## config.mk

```make
export PLATFORM = sky130hd
export DESIGN_NAME = fcvt_sat_top
export DESIGN_NICKNAME = d
export VERILOG_FILES = /design/src/rtl/fcvt_pkg.sv /design/src/rtl/fcvt_unpack.sv /design/src/rtl/fcvt_round.sv /design/src/rtl/fcvt_range.sv /design/src/rtl/fcvt_sat_top.sv
export SDC_FILE = /design/constraint.sdc
export NUM_CORES = 1
export LEC_CHECK = 0
export BUFFER_PORTS_ARGS = -buffer_cell sky130_fd_sc_hd__buf_4
export CORE_ASPECT_RATIO = 0.5
export CORE_MARGIN = 2
export CORE_UTILIZATION = 45
export DETAILED_ROUTE_END_ITERATION = 7
export PLACE_DENSITY = 0.67
export SYNTH_ARGS = -nofsm -noshare
export SYNTH_HDL_FRONTEND = slang
export SYNTH_HIERARCHICAL = 1
export SYNTH_SLANG_ARGS = --single-unit
export TNS_END_PERCENT = 50
```

## constraint.sdc

```tcl
create_clock -name clk -period 2.5 [get_ports clk]
set_input_delay 0.125 -clock clk [delete_from_list [all_inputs] [get_ports clk]]
set_output_delay 0.125 -clock clk [all_outputs]
set_load 0.1 [all_outputs]
```

## src/rtl/fcvt_pkg.sv

```systemverilog
package fcvt_pkg;
  localparam int OUT_W  = 32;
  localparam int FRAC_W = 23;
  localparam int MANT_W = FRAC_W + 1;
  localparam int GUARD  = MANT_W + 1;
  localparam int MAG_W  = OUT_W + 1;
  localparam int EXP_W  = 10;
  localparam int HFRAC  = 10;
  localparam int WID_W  = $clog2(OUT_W) + 1;

  typedef enum logic [2:0] {
    RND_NEAR_EVEN = 3'd0,
    RND_NEAR_AWAY = 3'd1,
    RND_DOWN      = 3'd2,
    RND_UP        = 3'd3,
    RND_ZERO      = 3'd4
  } rnd_e;

  typedef enum logic [1:0] {
    DW_8  = 2'd0,
    DW_16 = 2'd1,
    DW_32 = 2'd2,
    DW_32B = 2'd3
  } dw_e;

  typedef struct packed {
    logic              sign;
    logic              is_nan;
    logic              is_inf;
    logic [EXP_W-1:0]  exp;
    logic [MANT_W-1:0] mant;
  } unp_t;
endpackage

```

## src/rtl/fcvt_unpack.sv

```systemverilog
module fcvt_unpack
  import fcvt_pkg::*;
(
  input  logic [OUT_W-1:0] src,
  input  logic             is_single,
  output unp_t             u
);
  logic [7:0]        s_e;
  logic [FRAC_W-1:0] s_f;
  logic [4:0]        h_e;
  logic [HFRAC-1:0]  h_f;

  assign s_e = src[30:23];
  assign s_f = src[FRAC_W-1:0];
  assign h_e = src[14:10];
  assign h_f = src[HFRAC-1:0];

  always_comb begin
    u = '0;
    if (is_single) begin
      u.sign   = src[31];
      u.is_nan = (s_e == 8'hFF) && (s_f != '0);
      u.is_inf = (s_e == 8'hFF) && (s_f == '0);
      u.exp    = (s_e == 8'h00) ? EXP_W'(-126) : EXP_W'(int'(s_e) - 127);
      u.mant   = {(s_e != 8'h00), s_f};
    end else begin
      u.sign   = src[15];
      u.is_nan = (h_e == 5'h1F) && (h_f != '0);
      u.is_inf = (h_e == 5'h1F) && (h_f == '0);
      u.exp    = (h_e == 5'h00) ? EXP_W'(-14) : EXP_W'(int'(h_e) - 15);
      u.mant   = {(h_e != 5'h00), h_f, {(FRAC_W-HFRAC){1'b0}}};
    end
  end
endmodule

```

## src/rtl/fcvt_round.sv

```systemverilog
module fcvt_round
  import fcvt_pkg::*;
(
  input  logic              sign,
  input  logic [EXP_W-1:0]  exp,
  input  logic [MANT_W-1:0] mant,
  input  rnd_e              rm,
  output logic [MAG_W-1:0]  mag,
  output logic              huge
);
  int                       ex;
  int                       sh;
  logic [MANT_W+GUARD-1:0]  ext;
  logic [MANT_W-1:0]        ipart;
  logic                     rbit;
  logic                     sticky;
  logic                     inc;

  always_comb begin
    ex     = int'($signed(exp));
    sh     = 0;
    mag    = '0;
    huge   = 1'b0;
    ext    = '0;
    ipart  = '0;
    rbit   = 1'b0;
    sticky = 1'b0;
    inc    = 1'b0;
    if (ex >= FRAC_W) begin
      // integral value: shift left, keep low MAG_W bits for wrapping
      sh   = ex - FRAC_W;
      mag  = MAG_W'(mant) << sh;
      huge = (ex >= OUT_W);
    end else begin
      sh = FRAC_W - ex;
      if (sh <= GUARD) begin
        ext    = {mant, {GUARD{1'b0}}} >> sh;
        sticky = |ext[GUARD-2:0];
      end else begin
        sticky = |mant;
      end
      ipart = ext[MANT_W+GUARD-1:GUARD];
      rbit  = ext[GUARD-1];
      case (rm)
        RND_NEAR_EVEN: inc = rbit & (sticky | ipart[0]);
        RND_NEAR_AWAY: inc = rbit;
        RND_DOWN:      inc = sign & (rbit | sticky);
        RND_UP:        inc = ~sign & (rbit | sticky);
        default:       inc = 1'b0;
      endcase
      mag = MAG_W'(ipart) + MAG_W'(inc);
    end
  end
endmodule

```

## src/rtl/fcvt_range.sv

```systemverilog
module fcvt_range
  import fcvt_pkg::*;
(
  input  logic             sign,
  input  logic             is_nan,
  input  logic             is_inf,
  input  logic [MAG_W-1:0] mag,
  input  logic             huge,
  input  dw_e              dw,
  input  logic             is_signed,
  input  logic             saturate,
  output logic [OUT_W-1:0] res
);
  logic [WID_W-1:0] wid;
  logic [MAG_W-1:0] lim_pos;
  logic [MAG_W-1:0] lim_neg;
  logic             in_range;
  logic [OUT_W-1:0] wrapped;
  logic [OUT_W-1:0] clamped;
  logic [OUT_W-1:0] raw;
  logic             top_bit;

  always_comb begin
    case (dw)
      DW_8:    wid = WID_W'(8);
      DW_16:   wid = WID_W'(16);
      default: wid = WID_W'(OUT_W);
    endcase
    lim_pos  = is_signed ? ((MAG_W'(1) << (wid - 1'b1)) - MAG_W'(1))
                         : ((MAG_W'(1) << wid) - MAG_W'(1));
    lim_neg  = is_signed ? (MAG_W'(1) << (wid - 1'b1)) : '0;
    in_range = !huge && (sign ? (mag <= lim_neg) : (mag <= lim_pos));
    wrapped  = sign ? (OUT_W'(0) - mag[OUT_W-1:0]) : mag[OUT_W-1:0];
    clamped  = sign ? (OUT_W'(0) - lim_neg[OUT_W-1:0]) : lim_pos[OUT_W-1:0];
    if (is_nan)        raw = '0;
    else if (is_inf)   raw = clamped;
    else if (in_range) raw = wrapped;
    else if (saturate) raw = clamped;
    else               raw = wrapped;
    top_bit = is_signed & raw[wid - 1'b1];
  end

  for (genvar i = 0; i < OUT_W; i++) begin : g_ext
    assign res[i] = (i < int'(wid)) ? raw[i] : top_bit;
  end
endmodule

```

## src/rtl/fcvt_sat_top.sv

```systemverilog
module fcvt_sat_top
  import fcvt_pkg::*;
(
  input  logic             clk,
  input  logic             rst_n,
  input  logic             cfg_we,
  input  logic             cfg_global_en,
  input  logic             cfg_global_wrap,
  input  logic             in_valid,
  output logic             in_ready,
  input  logic [OUT_W-1:0] in_src,
  input  logic             in_single,
  input  logic [1:0]       in_dst_w,
  input  logic             in_dst_signed,
  input  logic [2:0]       in_rnd,
  input  logic             in_sat,
  input  logic             in_mask,
  output logic             out_valid,
  input  logic             out_ready,
  output logic [OUT_W-1:0] out_data
);
  logic             cfg_en_q;
  logic             cfg_wrap_q;
  logic             eff_sat;
  unp_t             u;
  logic [MAG_W-1:0] mag;
  logic             huge;
  logic [OUT_W-1:0] res_c;
  logic             accept;

  always_ff @(posedge clk or negedge rst_n) begin
    if (!rst_n) begin
      cfg_en_q   <= 1'b0;
      cfg_wrap_q <= 1'b0;
    end else if (cfg_we) begin
      cfg_en_q   <= cfg_global_en;
      cfg_wrap_q <= cfg_global_wrap;
    end
  end

  assign eff_sat = cfg_en_q ? !cfg_wrap_q : in_sat;

  fcvt_unpack u_unpack (
    .src       (in_src),
    .is_single (in_single),
    .u         (u)
  );

  fcvt_round u_round (
    .sign (u.sign),
    .exp  (u.exp),
    .mant (u.mant),
    .rm   (rnd_e'(in_rnd)),
    .mag  (mag),
    .huge (huge)
  );

  fcvt_range u_range (
    .sign      (u.sign),
    .is_nan    (u.is_nan),
    .is_inf    (u.is_inf),
    .mag       (mag),
    .huge      (huge),
    .dw        (dw_e'(in_dst_w)),
    .is_signed (in_dst_signed),
    .saturate  (eff_sat),
    .res       (res_c)
  );

  assign in_ready = !out_valid || out_ready;
  assign accept   = in_valid && in_ready;

  always_ff @(posedge clk or negedge rst_n) begin
    if (!rst_n) begin
      out_valid <= 1'b0;
      out_data  <= '0;
    end else if (accept) begin
      out_valid <= 1'b1;
      out_data  <= in_mask ? res_c : '0;
    end else if (out_ready) begin
      out_valid <= 1'b0;
    end
  end

  assert_hold_R9: assert property (@(posedge clk) disable iff (!rst_n)
    out_valid && !out_ready |=> out_valid && $stable(out_data));

  assert_latency_R9: assert property (@(posedge clk) disable iff (!rst_n)
    accept |=> out_valid);

  assert_zero_mask_R8: assert property (@(posedge clk) disable iff (!rst_n)
    accept && !in_mask |=> out_data == '0);

  assert_nan_zero_R5: assert property (@(posedge clk) disable iff (!rst_n)
    accept && in_mask && u.is_nan |=> out_data == '0);

  assert_unsigned_floor_R4: assert property (@(posedge clk) disable iff (!rst_n)
    accept && in_mask && eff_sat && !in_dst_signed && u.sign && !u.is_nan
      && ((mag != '0) || huge) |=> out_data == '0);

  assert_pos_inf_u8_R6: assert property (@(posedge clk) disable iff (!rst_n)
    accept && in_mask && u.is_inf && !u.sign && (in_dst_w == 2'd0) && !in_dst_signed
      |=> out_data == 32'h0000_00FF);
endmodule

```

# Yosys cells after proc, flatten, opt, wreduce, memory -nomap -nowiden
# Cells that the tools add are included.
# word_totals
output_inout_bits,34
reg_bits,35
input_bits,48
elab_cells,151
# op_classes
n_addsub,10
n_bitwise,7
n_reduce_logical,23
n_eq_ne,6
n_lt_le_gt_ge,38
n_shift,4
mux,59
# ops
cell,n
2-to-1 mux 32 bit,7
2-to-1 mux 33 bit,3
2-to-1 mux 49 bit,2
less-than comparator 5 x 6 -> 1 bit (first input constant),16
less-or-equal comparator 33 bit,2
<< shifter 1 x 6 -> 33 bit (first input constant),2
subtractor 33 x 2 -> 33 bit (second input constant),2
subtractor 1 x 32 -> 32 bit (first input constant),2
right shift 49 x 32 -> 49 bit,1
less-than comparator 4 x 6 -> 1 bit (first input constant),8
OR reduction 24 bit,2
2-to-1 mux 1 bit,41
2-to-1 mux 37 bit,1
<< shifter 24 x 32 -> 33 bit,1
less-or-equal comparator 32 x 6 -> 1 bit (second input constant),1
adder 24 x 1 -> 25 bit,1
less-than comparator 3 x 6 -> 1 bit (first input constant),4
logical NOT 23 bit,1
nonzero test 23 bit,1
2-to-1 mux 10 bit,2
less-than comparator 1 x 6 -> 1 bit (first input constant),2
less-than comparator 2 x 6 -> 1 bit (first input constant),2
case mux 6 bit (2 select lines),1
subtractor 10 x 6 -> 11 bit (second input constant),1
other kinds (29),41

# Longest topological paths before layout
# logic_depth
word_depth,25
depth_mapped,42
mapped_depth_nobuf,34

# By module
# The synthesis kept the hierarchy.
# modules_own_cells
module,seq_area_each_um2,cells_per_inst,n_inst,area_per_inst_um2
fcvt_round,0.0,714,1,4926.0
fcvt_range,0.0,359,1,2493.6
fcvt_sat_top,875.8,120,1,1570.3
fcvt_unpack,0.0,93,1,656.9

# Worst setup path before layout
# No wires, ideal clock.
# synth_path
path_kind,in2reg
startpoint,in in_src[10]
endpoint,reg out_data[31]
path_slack_ns,-5.915
stages,40
arrival_time_ns,8.349
path_buffers,7
setup_ns,0.066
required_time_ns,2.434
path_cell_list,inv_1 -> ha_1 -> nor4b_4 -> or2_1 -> o22ai_1 -> clkbuf_1 -> buf_4 -> inv_1 -> buf_1 -> buf_1 -> clkbuf_1 -> ha_1 -> nand4b_1 -> nand3b_2 -> o21ai_0 -> nor2_1 -> nor2b_1 -> or3_1 -> [4 not listed] -> nand3_1 -> or3b_1 -> buf_6 -> nor3_1 -> xnor2_1 -> o21ai_0 -> or4_1 -> or4_1 -> o41ai_2 -> a31oi_1 -> a21oi_2 -> o31a_1 -> buf_4 -> mux2_2 -> a311oi_4 -> a31o_1 -> nand4_1 -> a21bo_1
# synth_rtl
item,line,text
"start, declared",fcvt_sat_top.sv:11,"input logic [OUT_W-1:0] in_src,"
"end signal, assigned",fcvt_sat_top.sv:79,out_data <= in_mask ? res_c : '0;
"end, declared",fcvt_sat_top.sv:20,output logic [OUT_W-1:0] out_data

==> key figures <==
Critical path
  • Crit path max fanout: 11
  • Worst EP required: 2.66 ns
  • Most common cell on crit path: buf_4
  • CP Class: input port to register
  • Slowest-stage cell, CP: or3b_4
  • CP endpoint kind: register
  • RR Startpoint: cfg_en_q$_DFFE_PN0P_
  • R2R depth: 10
  • Critical path launch point type: input port
  • Worst Path Arrival: 7.54 ns
  • CP peak stage delay: about 0.44 ns
  • Worst R2R Setup Slack: -0.42 ns
  • RR Endpoint: out_data[9]$_DFFE_PN0P_

Routing
  • DRC: 0
  • Initial drt markers: roughly 1,300
  • Pre-antenna DRT Iters: 5
  • Total Routed Length: just over 40,000 um
  • WL/cell: about 20 um
  • Vias: 12,390
  • DR vias/cell: 6.044
  • Detail Route Antenna Nets: 0

Cells and area
  • Synth-to-layout area growth: 53.92%
  • Core Util, Final: 71.43%
  • Fin nets: roughly 1,900
  • Layout cell share with drive strength beyond 1: 43.64%
  • Ant diodes: 0
  • Most common cell after layout, fill and taps aside: buf_4
  • Fin cells: a little over 2,000
  • Commonest non-fill, non-tap cells in the layout: buf_4, nand2_1, nor2_1, a21oi_1, nand4_1
  • Fill cells: 1,656

CTS
  • Clock Path Buffers: 2
  • Clk sinks: 35
  • Root buffer cell: clkbuf_16
  • CTS tree: built
  • TritonCTS Buffers: 5
  • Insertion delay to the later sink of the worst-skew pair: 0.28 ns
  • Clock Pin Slew Worst Setup and Hold Paths: roughly 0.050 ns
  • H-tree depth: 2

Timing
  • Peak Freq: 135.6 MHz
  • Worst slew pin tran: 0.7686 ns
  • Clock Skew: 0.005532 ns
  • Max Slew Vio Count: 0
  • Setup Viol. Count Final: 32
  • Final Cycle Share: 294.9%
  • Setup TNS Final: -152.33 ns
  • Clock period minus worst slack: 7.374 ns
  • RSZ-0062 raised after global routing: yes
  • Worst slew margin: 48.45%
  • Setup WS post-layout: -4.874 ns
  • Hold Fails Final Rpt: 0

Synth
  • Mapped Area: 9647 um2
  • Syn Area/Cell: 7.501 um2
  • Synthesis Warnings: 6
  • Number of synthesized flops with an enable pin: 0
  • Post-synth cell types: between 100 and 150
  • Ranking of synthesized cells by area: dfrtp_1, ha_1, nand2_1, mux2i_1, nor2_1
  • Post-synth top area share: between 9 and 10%
  • FF+latch count, synth: 35
  • Post-Syn Instances: 1,286
  • Top_reg_cell synth: dfrtp_1
  • Seq/Total Area, Yosys: about 9.1%
  • Yosys top cell by area: dfrtp_1
  • Async set-reset flop share out of synthesis: 100.0%

Min path
  • HP Class: input port to register
  • HP Start: cfg_global_wrap
  • Hold Crit Endpoint: cfg_wrap_q$_DFFE_PN0P_
  • Hold depth: 2

Run status
  • Status: finished, violations left
  • Violated checks: negative setup slack

GRT
  • Most Crowded Layer GR: met2
  • Met3 GRT Util: 2.917%
  • Total track usage: between 30% and 40%
  • Met1 Resource Use GR: a little under half
  • Total gr overflow: 0
  • Initial antenna violation count: 0
  • First-pass GRT wire length: 65,200 um
  • Vias in the first global route: 12,150
  • Pin count of the biggest net entering global routing: 44
  • M2 GR Usage: 61.09%

Die
  • Starting Density: 46.41%
  • Core area: around 21,000 um2
  • Die footprint: between 20,000 and 25,000 um2
  • Die X-Extent: 211.1 um
  • Number of core rows: 37
  • Die height: 107.5 um
  • I/O pin total: 82

Place
  • Post-DP HPWL: approximately 33,000 um
  • Post-Place Cells: 1,998
  • IO Port Bufs: 81
  • Final GP Congestion: 1.008

Job
  • Max_cap viols: 0

Power
  • Leakage: ~7 nW
  • Worst VDD drop: 459.8 uV
  • Power Density: 452.8 nW/um2
metrics by stage:
stage	cell area [um2]	hold slack (ns)	worst slack [ns]	power (W)
6_report	14850	0.08226	-4.874	0.006724
5_1_grt	14850	0.08034	-5.155	0.007080
4_1_cts	14520	0.08128	-4.635	0.006503
3_5_place_dp	13810	0.09444	-5.771	0.005630
3_3_place_gp	13810	0.08279	-5.581	0.005564
2_1_floorplan	9902	-0.1706	-4.918	0.003681
worst max-delay path: cells and delay by family:
| kind | cells | cell delay [ns] |
|---|---|---|
| multiplexers | 2 | 0.46 |
| AO/OA/AOI/OAI | 16 | 3.14 |
| adder cells (fa/ha/maj) | 3 | 0.77 |
| XOR/XNOR | 1 | 0.17 |
| buffers and inverters | 9 | 1.22 |
| AND/OR/NAND/NOR | 8 | 1.64 |
worst max-delay path by stage:
stage / slack, ns / end / from / depth (start not counted)
2_1_floorplan: -4.92 / out_data[31]$_DFFE_PN0P_ / in_src[11] / 36
3_3_place_gp: -5.58 / out_data[15]$_DFFE_PN0P_ / in_src[10] / 33
3_5_place_dp: -5.77 / out_data[15]$_DFFE_PN0P_ / in_src[10] / 33
4_1_cts: -4.63 / out_data[9]$_DFFE_PN0P_ / in_src[10] / 36
5_1_grt: -5.16 / out_data[9]$_DFFE_PN0P_ / in_src[11] / 36
6_report: -4.87 / out_data[9]$_DFFE_PN0P_ / in_src[11] / 39
cell families (layout without fill, tap and decap cells):
logic type	count (synthesis)	in the layout	share of synthesized area [%]
flip-flops	35	35	9.079
other	1	3	0.03887
AND/OR/NAND/NOR	527	527	27.99
multiplexers	107	107	15.27
XOR/XNOR	65	65	5.901
buffers and inverters	132	620	7.017
AO/OA/AOI/OAI	368	368	28.09
adder cells (fa/ha/maj)	51	51	6.615
sequential cells by signal (all words and copies together) (netlist names):
signal      flops
out_data       32
cfg_wrap_q      1
out_valid       1
cfg_en_q        1
final cells by class:
| class | count | area (um2) | area share (%) |
|---|---|---|---|
| multi-input combinational | 1121 | 8726 | 58.77 |
| timing repair buffer | 582 | 4632 | 31.20 |
| sequential | 35 | 875.8 | 5.899 |
| tap | 273 | 341.6 | 2.300 |
| clock buffer | 6 | 138.9 | 0.9354 |
| inverter | 31 | 128.9 | 0.8680 |
| clock inverter | 1 | 5.005 | 0.03371 |
power breakdown:
group / leakage [nW] / internal (W) / total [W] / switching (W)
combinational: 6.64 / 0.00237 / 0.00541 / 0.00304
clock: 0.0727 / 0.000388 / 0.000601 / 0.000213
sequential: 0.469 / 0.000652 / 0.000708 / 0.0000558
synth_stat cells (30+ instances only):
| master | instances |
|---|---|
| a21oi_1 | 75 |
| mux2_2 | 36 |
| o21ai_0 | 51 |
| nor2_1 | 115 |
| clkbuf_1 | 45 |
| xnor2_1 | 32 |
| nor3_1 | 44 |
| a21bo_1 | 30 |
| xor2_1 | 33 |
| nand2_1 | 142 |
| ha_1 | 51 |
| dfrtp_1 | 35 |
| nand4_1 | 51 |
| nand3_1 | 34 |
| mux2i_1 | 44 |
timing repair:
action,4_1_cts,5_1_grt
gates resized for setup,60,44
setup buffers,27,17
pin swaps,23,45
endpoints found under the setup margin,32,32
endpoints found under the hold margin,35,0
hold buffers,1,0
cloned,2,0
metal layers:
layer	part of all wire, %	vias to the layer above	routed length [um]
met5	0	-	0
met4	3.3	0	1372
met3	7.3	94	3011
met2	46	582	18840
met1	43	5856	17860
li1	-	5853	-
Note: power is estimated with default switching activity, not from simulation.
